## src/rtl/trp_pkg.sv

```systemverilog
package trp_pkg;
  typedef struct packed {
    logic load;
    logic retry;
  } trpStrobe_t;
endpackage

```

## src/rtl/trp_ctrl.sv

```systemverilog
module trp_ctrl #(
  parameter int TL_W = 3
) (
  input  logic              clk,
  input  logic              rst_n,
  input  logic              reqValid,
  input  logic              reqRetry,
  input  logic [TL_W-1:0]   trapLevelIn,
  output trp_pkg::trpStrobe_t strb,
  output logic              updValid,
  output logic              errStrobe
);
  logic atFloor;
  assign atFloor    = (trapLevelIn == '0);
  assign strb.load  = reqValid && !atFloor;
  assign strb.retry = reqRetry;

  always_ff @(posedge clk) begin
    if (!rst_n) begin
      updValid  <= 1'b0;
      errStrobe <= 1'b0;
    end else begin
      updValid  <= reqValid && !atFloor;
      errStrobe <= reqValid && atFloor;
    end
  end


  refuse_floor_chk: assert property (@(posedge clk) disable iff (!rst_n)
    (reqValid && trapLevelIn == '0) |=> (errStrobe && !updValid));


  accept_pulse_chk: assert property (@(posedge clk) disable iff (!rst_n)
    (reqValid && trapLevelIn != '0) |=> (updValid && !errStrobe));


  strobe_excl_chk: assert property (@(posedge clk) disable iff (!rst_n)
    !reqValid |=> (!updValid && !errStrobe));
endmodule

```

## src/rtl/trp_datapath.sv

```systemverilog
module trp_datapath #(
  parameter int PC_W      = 64,
  parameter int WIN_COUNT = 8,
  parameter int TL_W      = 3,
  parameter bit HV_EN     = 1'b1,
  localparam int CWP_W    = $clog2(WIN_COUNT)
) (
  input  logic                clk,
  input  logic                rst_n,
  input  trp_pkg::trpStrobe_t strb,
  input  logic [63:0]         trapState,
  input  logic [PC_W-1:0]     savedPc,
  input  logic [PC_W-1:0]     savedNpc,
  input  logic [TL_W-1:0]     trapLevelIn,
  output logic [PC_W-1:0]     pcOut,
  output logic [PC_W-1:0]     npcOut,
  output logic [7:0]          ccrOut,
  output logic [7:0]          asiOut,
  output logic [11:0]         pstateOut,
  output logic [CWP_W-1:0]    cwpOut,
  output logic [2:0]          glOut,
  output logic [TL_W-1:0]     trapLevelOut
);
  localparam logic [7:0]  NWIN8     = 8'(WIN_COUNT);
  localparam logic [11:0] PST_MASK  = 12'hF3F;

  // field decode of the trap-state word
  logic [7:0]      archWin;
  logic [7:0]      foldedWin;
  logic [CWP_W-1:0] cwpNext;
  logic [PC_W-1:0] pcNext;
  logic [PC_W-1:0] npcNext;

  assign archWin   = trapState[7:0];
  assign foldedWin = (archWin >= NWIN8) ? (archWin % NWIN8) : archWin;
  assign cwpNext   = CWP_W'(NWIN8 - 8'd1 - foldedWin);
  assign pcNext    = strb.retry ? savedPc  : savedNpc;
  assign npcNext   = strb.retry ? savedNpc : savedNpc + PC_W'(4);

  always_ff @(posedge clk) begin
    if (!rst_n) begin
      pcOut        <= '0;
      npcOut       <= '0;
      ccrOut       <= '0;
      asiOut       <= '0;
      pstateOut    <= '0;
      cwpOut       <= '0;
      trapLevelOut <= '0;
    end else if (strb.load) begin
      pcOut        <= pcNext;
      npcOut       <= npcNext;
      ccrOut       <= trapState[39:32];
      asiOut       <= trapState[31:24];
      pstateOut    <= trapState[19:8] & PST_MASK;
      cwpOut       <= cwpNext;
      trapLevelOut <= trapLevelIn - TL_W'(1);
    end
  end

  generate
    if (HV_EN) begin : g_gl
      always_ff @(posedge clk) begin
        if (!rst_n)          glOut <= '0;
        else if (strb.load)  glOut <= trapState[42:40];
      end
    end else begin : g_nogl
      assign glOut = '0;
    end
  endgenerate


  hold_state_chk: assert property (@(posedge clk) disable iff (!rst_n)
    !strb.load |=> ($stable(pcOut) && $stable(npcOut) && $stable(cwpOut) && $stable(trapLevelOut)));


  done_npc_chk: assert property (@(posedge clk) disable iff (!rst_n)
    (strb.load && !strb.retry) |=> (npcOut == $past(savedNpc) + PC_W'(4) && pcOut == $past(savedNpc)));


  retry_pc_chk: assert property (@(posedge clk) disable iff (!rst_n)
    (strb.load && strb.retry) |=> (pcOut == $past(savedPc) && npcOut == $past(savedNpc)));


  tl_dec_chk: assert property (@(posedge clk) disable iff (!rst_n)
    strb.load |=> (trapLevelOut == $past(trapLevelIn) - TL_W'(1)));


  cwp_range_chk: assert property (@(posedge clk) disable iff (!rst_n)
    strb.load |=> (32'(cwpOut) < WIN_COUNT));
endmodule

```

## src/rtl/trap_return_unpacker.sv

```systemverilog
module trap_return_unpacker #(
  parameter int PC_W      = 64,
  parameter int WIN_COUNT = 8,
  parameter int TL_W      = 3,
  parameter bit HV_EN     = 1'b1,
  localparam int CWP_W    = $clog2(WIN_COUNT)
) (
  input  logic             clk,
  input  logic             rst_n,
  input  logic             reqValid,
  input  logic             reqRetry,
  input  logic [63:0]      trapState,
  input  logic [PC_W-1:0]  savedPc,
  input  logic [PC_W-1:0]  savedNpc,
  input  logic [TL_W-1:0]  trapLevelIn,
  output logic [PC_W-1:0]  pcOut,
  output logic [PC_W-1:0]  npcOut,
  output logic [7:0]       ccrOut,
  output logic [7:0]       asiOut,
  output logic [11:0]      pstateOut,
  output logic [CWP_W-1:0] cwpOut,
  output logic [2:0]       glOut,
  output logic [TL_W-1:0]  trapLevelOut,
  output logic             updValid,
  output logic             errStrobe
);
  trp_pkg::trpStrobe_t strb;

  trp_ctrl #(.TL_W(TL_W)) u_ctrl (
    .clk(clk), .rst_n(rst_n), .reqValid(reqValid), .reqRetry(reqRetry),
    .trapLevelIn(trapLevelIn), .strb(strb), .updValid(updValid), .errStrobe(errStrobe)
  );

  trp_datapath #(.PC_W(PC_W), .WIN_COUNT(WIN_COUNT), .TL_W(TL_W), .HV_EN(HV_EN)) u_dp (
    .clk(clk), .rst_n(rst_n), .strb(strb), .trapState(trapState),
    .savedPc(savedPc), .savedNpc(savedNpc), .trapLevelIn(trapLevelIn),
    .pcOut(pcOut), .npcOut(npcOut), .ccrOut(ccrOut), .asiOut(asiOut),
    .pstateOut(pstateOut), .cwpOut(cwpOut), .glOut(glOut), .trapLevelOut(trapLevelOut)
  );
endmodule

```

## config.mk

```make
export PLATFORM = sky130hd
export DESIGN_NAME = trap_return_unpacker
export DESIGN_NICKNAME = d
export VERILOG_FILES = /design/src/rtl/trp_pkg.sv /design/src/rtl/trp_ctrl.sv /design/src/rtl/trp_datapath.sv /design/src/rtl/trap_return_unpacker.sv
export SDC_FILE = /design/constraint.sdc
export NUM_CORES = 1
export LEC_CHECK = 0
export ABC_AREA = 1
export BUFFER_PORTS_ARGS = -buffer_cell sky130_fd_sc_hd__buf_2
export CORE_MARGIN = 3
export CORE_UTILIZATION = 30
export CTS_BUF_LIST = sky130_fd_sc_hd__clkbuf_16
export DETAILED_ROUTE_END_ITERATION = 8
export SYNTH_ARGS = -nofsm -noshare
export SYNTH_HDL_FRONTEND = slang
export SYNTH_SLANG_ARGS = --single-unit
```

## constraint.sdc

```tcl
create_clock -name clk -period 1.25 [get_ports clk]
set_input_delay 0.0625 -clock clk [delete_from_list [all_inputs] [get_ports clk]]
set_output_delay 0.0625 -clock clk [all_outputs]
set_load 0.005 [all_outputs]
```

==> results of run 1 <==
-- final timing paths --
path                            cells past startpoint             from  slack [ns]                    to
worst max register to register                      4  u_dp.npcOut[48]        0.52       u_dp.npcOut[48]
worst min-delay path                                4   trapLevelIn[1]        0.03  u_dp.trapLevelOut[1]
worst max-delay path                               11      savedNpc[2]        0.11       u_dp.npcOut[39]
worst min register to register                      2   u_dp.npcOut[4]        0.48        u_dp.npcOut[4]
-- placed cells by master, fill, tap and decap left out, drive strengths merged, types with 9 or more instances in the layout --
cell / Yosys / routed
dlygate4sd3: 0 / 115
dfxtp: 165 / 165
nor3: 12 / 12
a21oi: 27 / 27
nand2: 328 / 328
o21ai: 144 / 144
nor2: 245 / 245
nand3: 58 / 58
clkinv: 3 / 9
buf: 25 / 524
a31oi: 66 / 66
xor2: 17 / 17
inv: 114 / 117
clkbuf: 44 / 17
nand3b: 10 / 10
-- report_power, final --
group | internal (W) | leakage (nW) | switching (W)
registers | 0.00567 | 1.37 | 0.000215
clock network | 0.00337 | 0.302 | 0.00244
logic | 0.00142 | 5.19 | 0.00150
-- state kept, by name, summed over array words and instances (netlist names) --
| register | count |
|---|---|
| u_dp.glOut | 3 |
| u_dp.asiOut | 8 |
| u_ctrl.errStrobe | 1 |
| u_dp.cwpOut | 3 |
| u_dp.npcOut | 64 |
| u_ctrl.updValid | 1 |
| u_dp.trapLevelOut | 3 |
| u_dp.ccrOut | 8 |
| u_dp.pcOut | 64 |
| u_dp.pstateOut | 10 |
-- final cells by class --
cell class              count  share of cell area
flip-flops and latches    165              0.2409
clock buffers              17             0.03103
inverters                 117             0.03267
diodes                      3           0.0005475
multi-input cells         944              0.3255
clock inverters            14             0.01469
well taps                 372             0.03395
repair buffers            639              0.3207
-- per-stage QoR --
step                      std cells  utilization   TNS, ns  power (W)  instance area (µm²)
after detailed placement       2122       0.4346    -27.22   0.008626                11910
final                          2271       0.5004         0    0.01462                13710
after global routing           2270       0.5003  -0.07126    0.01531                13710
after floorplan                1295            -         0   0.007067                 8483
after CTS                      2268       0.4995         0    0.01472                13690
after global placement         2122       0.4346    -25.81   0.008603                11910
-- kinds of logic (layout without fill, tap and decap cells) --
group / count (synthesis) / count (layout) / share of synthesized area
AOI/OAI and AO/OA: 248 / 248 / 0.1597
xor gates and xnor gates: 25 / 25 / 0.02582
adders and majority gates: 3 / 3 / 0.004427
buffers and inverters: 186 / 787 / 0.08662
DFF: 165 / 165 / 0.3896
other: 1 / 5 / 0.0004422
and+or+nand+nor: 666 / 666 / 0.3335
-- worst max-delay path, cell delays in order --
cell,delay [ns]
sky130_fd_sc_hd__buf_2,0.12
sky130_fd_sc_hd__buf_4,0.12
sky130_fd_sc_hd__nand3_1,0.09
sky130_fd_sc_hd__nor2_1,0.14
sky130_fd_sc_hd__nand3_1,0.23
sky130_fd_sc_hd__nor2_2,0.35
sky130_fd_sc_hd__nand2_1,0.09
sky130_fd_sc_hd__nand2_1,0.07
sky130_fd_sc_hd__nand3_1,0.06
sky130_fd_sc_hd__nand2_1,0.07
sky130_fd_sc_hd__inv_1,0.04
-- what timing repair did --
item	in CTS	in global routing
hold buffers	115	0
gates resized for setup	0	5
endpoints found under the setup margin	0	7
hold endpoints to repair	102	0
-- metal layers --
metal / track usage / wire length, µm / vias up
met5: 0 / 23 / -
met4: 0.08076 / 1156 / 4
met3: 0.05330 / 2548 / 75
met2: 0.4056 / 17230 / 425
met1: 0.2878 / 15540 / 4792
li1: - / - / 5359
==> impl_metrics.yaml, run 1 <==
synth:
  synthesis.area_um2: 8479
  synth-seq-cells: 165
  synth.distinct_cells: 37
  synth_enable_flop_cells: 0
  synth_async_sr_flop_share: 0
  postSynthCellCount: 1294
  ys.warnings.count: 0
  share_of_the_synthesized_area_in_the_top_cell_type: 0.3896
  fraction_of_the_yosys_area_taken_by_sequential_cells: 0.3896
  count_leader_synth: "sky130_fd_sc_hd__nand2_1"
  synth_area_leaders: "sky130_fd_sc_hd__dfxtp_1, sky130_fd_sc_hd__nand2_1, sky130_fd_sc_hd__nor2_1"
  top_reg_cell_synth: "sky130_fd_sc_hd__dfxtp_1"
  synth_common_cells: "sky130_fd_sc_hd__nand2_1, sky130_fd_sc_hd__nor2_1, sky130_fd_sc_hd__dfxtp_1, sky130_fd_sc_hd__o21ai_0, sky130_fd_sc_hd__inv_1"
  synthesis.area_per_instance_um2: 6.553
  library_cell_occupying_the_most_area_in_the_post_synthesis_netlist: "sky130_fd_sc_hd__dfxtp_1"
grt:
  maximum_number_of_pins_on_one_net_before_global_route_repair: 44
  remaining_global_route_overflow: 0
  grt.total_usage: 0.2350
  grt_pass1_vias: 10558
  grt_antenna_before_repair: 4
  grt_pass1_wl_um: 57120
clock_network:
  clk_pin_slew_ns: 0.07
  clk-insertion-delay-late_ns: 0.42
  cts_buffers: 17
  post-cts-setup-buffer-count: 0
  cts_max_level: 4
  worst_case_clock_buffer_depth: 2
  clock_tree.root_cell: "sky130_fd_sc_hd__clkbuf_16"
  cts_num_sinks: 165
  tritoncts: "done"
sta:
  finalCritPeriodShare: 0.9081
  fin_worst_skew_ns: 0
  timing.final.setup_violations: 0
  final_period_minus_worst_setup_slack_ns: 1.135
  timing_hold_violations_final: 0
  slew_violations: 0
  grt_setup_unrepaired: "true"
  final_hold_slack_ns: 0.02778
  setup_ws_ns: 0.1149
  max_freq_ghz: 0.8810
run:
  maxCapViolations: 0
detailed_routing:
  drtPass1Iterations: 5
  dr.first_iter.drc_count: 729
  drc: 0
  wl_per_cell_um: 16.07
  antenna_violating_nets_post_route: 0
  detailroute.via_count: 10655
  routed_wirelength_um: 36490
  via_per_inst: 4.692
worst_setup_path:
  cp.required_ns: 1.58
  crit_fanout: 6
  cp.arrival_ns: 1.47
  timing.setup.critical_path_class: "in -> reg"
  worst_setup_path_start_kind: "input pin"
  crit_path_end_kind: "register"
place:
  port-buffer-count: 331
  place_ws_ns: -0.3458
  place.detailed.hpwl_um: 27410
  global_placer_s_final_weighted_congestion: 0.9249
floorplan:
  fp-row-count: 60
  floorplan.die.width_um: 174.1
  starting_density: 0.3095
  die_h_um: 174.1
  placeableCoreArea_um2: 27400
  die_area_um2: 30320
  i_o_pin_count: 366
finish:
  ratio_of_cells_with_drive_above_1_in_the_final_layout: 0.3170
  nFillCells: 2704
  layout.nets: 2086
  area.growth.synth_to_final_pct: 61.69
  layout.area.seq_um2: 3303
  multiInputGateArea_um2: 4463
pwr:
  leakagePower_nw: 6.860
  power.density_nw_per_um2: 1066
  ir_drop_mv: 0.9095
status:
  status: "completed"
worst_hold_path:
  hold_class: "in -> reg"
(Power assumes the default switching activity.)
==> run 2: changes to the inputs <==
- SYNTH_HIERARCHICAL: default -> 1
==> run 2 against run 1 <==
Compared with the run above: flip-flop and latch count unchanged; clock power fell by 6.2%; critical path depth down 1; the run now ends with negative hold slack left; worst setup slack improved by 0.0060 ns; first-iteration DRC count shrank 3.6%; synthesized cell count is essentially flat; largest power group unchanged; fmax rose by 0.53%; non-clock buffer count is 40 lower; clock skew unchanged; global-route usage fell by 0.31 points.
==> impl_metrics.yaml, run 2 <==
detailed_routing:
  antenna_violating_nets_post_route: 0
  routed_wirelength_um: 36650
  drc: 0
  dr.first_iter.drc_count: 703
  detailroute.via_count: 10602
  wl_per_cell_um: 16.40
  via_per_inst: 4.746
  drtPass1Iterations: 5
synth:
  library_cell_occupying_the_most_area_in_the_post_synthesis_netlist: "sky130_fd_sc_hd__dfxtp_1"
  synth_common_cells: "sky130_fd_sc_hd__nand2_1, sky130_fd_sc_hd__nor2_1, sky130_fd_sc_hd__dfxtp_1, sky130_fd_sc_hd__inv_1"
  postSynthCellCount: 1293
  synth_enable_flop_cells: 0
  synth_area_leaders: "sky130_fd_sc_hd__dfxtp_1, sky130_fd_sc_hd__nand2_1, sky130_fd_sc_hd__nor2_1"
  share_of_the_synthesized_area_in_the_top_cell_type: 0.3819
  fraction_of_the_yosys_area_taken_by_sequential_cells: 0.3819
  count_leader_synth: "sky130_fd_sc_hd__nand2_1"
  synth_async_sr_flop_share: 0
  top_reg_cell_synth: "sky130_fd_sc_hd__dfxtp_1"
  synth-seq-cells: 165
  ys.warnings.count: 6
  synthesis.area_per_instance_um2: 6.689
  synthesis.area_um2: 8648
  synth.distinct_cells: 36
grt:
  remaining_global_route_overflow: 0
  grt_use_met1: 0.2993
  grt.total_usage: 0.2319
  grt_pass1_wl_um: 56510
  maximum_number_of_pins_on_one_net_before_global_route_repair: 93
  gr-usage-met3: 0.04777
  global_route.usage.met2: 0.3906
  layer_with_the_highest_usage: "met2"
  grt_antenna_before_repair: 4
  grt_pass1_vias: 10425
place:
  port-buffer-count: 331
  global_placer_s_final_weighted_congestion: 0.9155
  place.detailed.hpwl_um: 27360
pwr:
  power.density_nw_per_um2: 1050
  p_sw_frac: 0.3147
  ir_drop_mv: 0.7250
  leakagePower_nw: 6.922
  combinationalPowerShare: 0.204
  power.clock.fraction: 0.383
  share_seq_of_total_power: 0.413
  internal_power_w: 0.009745
  p_sw_w: 0.004476
sta:
  max_freq_ghz: 0.8856
  final_period_minus_worst_setup_slack_ns: 1.129
  slew_violations: 0
  finalSetupTns_ns: 0
  grt_setup_unrepaired: "false"
  fin_worst_skew_ns: 0
  timing_hold_violations_final: 1
  finalCritPeriodShare: 0.9033
  timing.final.setup_violations: 0
  final_hold_slack_ns: -0.004395
clock_network:
  tritoncts: "done"
  clk-insertion-delay-late_ns: 0.43
  cts_max_level: 4
  cts_num_sinks: 165
  clock_tree.root_cell: "sky130_fd_sc_hd__clkbuf_16"
  post-cts-setup-buffer-count: 0
  worst_case_clock_buffer_depth: 2
  cts_buffers: 17
  clk_pin_slew_ns: 0.08
floorplan:
  fp-row-count: 61
  die_h_um: 175.8
  die_area_um2: 30900
  floorplan.die.width_um: 175.8
  starting_density: 0.3079
  placeableCoreArea_um2: 28090
  i_o_pin_count: 366
status:
  violations: "negative hold slack"
  status: "complete, but fails checks"
finish:
  final_core_util: 0.4823
  most-common-layout-cells: "sky130_fd_sc_hd__buf_2, sky130_fd_sc_hd__nand2_1, sky130_fd_sc_hd__nor2_1"
  mostFrequentLayoutCell: "sky130_fd_sc_hd__buf_2"
  layout.nets: 2042
  nFillCells: 2878
  area.growth.synth_to_final_pct: 56.64
  largestRegisters: "u_dp/npcOut (64), u_dp/pcOut (64), u_dp/pstateOut (10)"
  ratio_of_cells_with_drive_above_1_in_the_final_layout: 0.3118
worst_setup_path:
  crit_fanout: 4
  timing.setup.critical_path_class: "in -> reg"
  cp.required_ns: 1.58
  crit_path_end_kind: "register"
  worst_setup_path_start_kind: "input pin"
  cp.arrival_ns: 1.46
worst_hold_path:
  hold_class: "in -> reg"
run:
  maxCapViolations: 0
## run 2: worst paths after layout
kind / from / endpoint / slack [ns] / cells past startpoint
worst min register to register: u_dp/pcOut[2] / u_dp/pcOut[2] / 0.47 / 2
worst max register to register: u_dp/npcOut[20] / u_dp/npcOut[20] / 0.47 / 4
worst min-delay path: savedPc[2] / u_dp/pcOut[2] / -0.004 / 3
worst max-delay path: savedNpc[3] / u_dp/npcOut[28] / 0.12 / 10
## run 2: area by class of cell
class                      instances  area (µm²)  area share
sequential                       165        3303      0.2438
clock inverter                    15       165.2     0.01219
timing repair buffer             599        4106      0.3031
inverter                         160       605.6     0.04470
clock buffer                      17       425.4     0.03140
multi-input combinational        898        4463      0.3295
tap                              378       473.0     0.03491
antenna                            2       5.005   0.0003694
## run 2: kinds of logic (layout without fill, tap and decap cells)
kind of cell               Yosys count  after routing  synth area share
and+or+nand+nor                    626            626            0.3142
AOI/OAI and AO/OA                  241            241            0.1685
buffers and inverters              231            791            0.1046
DFF                                165            165            0.3819
xor gates and xnor gates            27             27           0.02734
adders and majority gates            2              2          0.002893
other                                1              4         0.0004336
## run 2: worst max-delay path: stages
cell                      delay (ns)
sky130_fd_sc_hd__buf_2          0.12
sky130_fd_sc_hd__ha_1           0.21
sky130_fd_sc_hd__nand2_2        0.08
sky130_fd_sc_hd__inv_2          0.09
sky130_fd_sc_hd__nand3_2        0.16
sky130_fd_sc_hd__inv_2          0.10
sky130_fd_sc_hd__nand3_1        0.21
sky130_fd_sc_hd__buf_4          0.21
sky130_fd_sc_hd__xor2_1         0.13
sky130_fd_sc_hd__a21oi_1        0.08
## run 2: power by group through the flow
stage | Combinational [W] | Clock (W) | Sequential (W)
final | 0.00290 | 0.00545 | 0.00587
after global routing | 0.00320 | 0.00578 | 0.00592
after global placement | 0.00259 | 0 | 0.00598
after detailed placement | 0.00262 | 0 | 0.00599
after floorplan | 0.00110 | 0 | 0.00601
after CTS | 0.00289 | 0.00559 | 0.00587
## run 2: through the flow
stage               instance area [µm²]  total power [W]  hold WS, ns  setup WS (ns)  instances
finish                            13550          0.01422    -0.004395         0.1209       2234
floorplan                          8663         0.007113       0.1566       -0.02263       1294
global placement                  11870         0.008573       0.2413        -0.2795       2092
global route                      13550          0.01490      0.01871        0.02762       2234
CTS                               13540          0.01435     0.004398         0.1436       2232
detailed placement                11870         0.008607       0.2469        -0.3150       2092
## run 2: routing by layer
layer	part of all wire	routed length [µm]
met3	0.069	2544
met4	0.025	922
met1	0.44	16010
met5	0.00057	21
met2	0.47	17140
## run 2: timing repair
| item | CTS | global route |
|---|---|---|
| setup endpoints to repair | 0 | 2 |
| hold buffers | 108 | 0 |
| endpoints found under the hold margin | 108 | 0 |
| gates resized for setup | 0 | 2 |
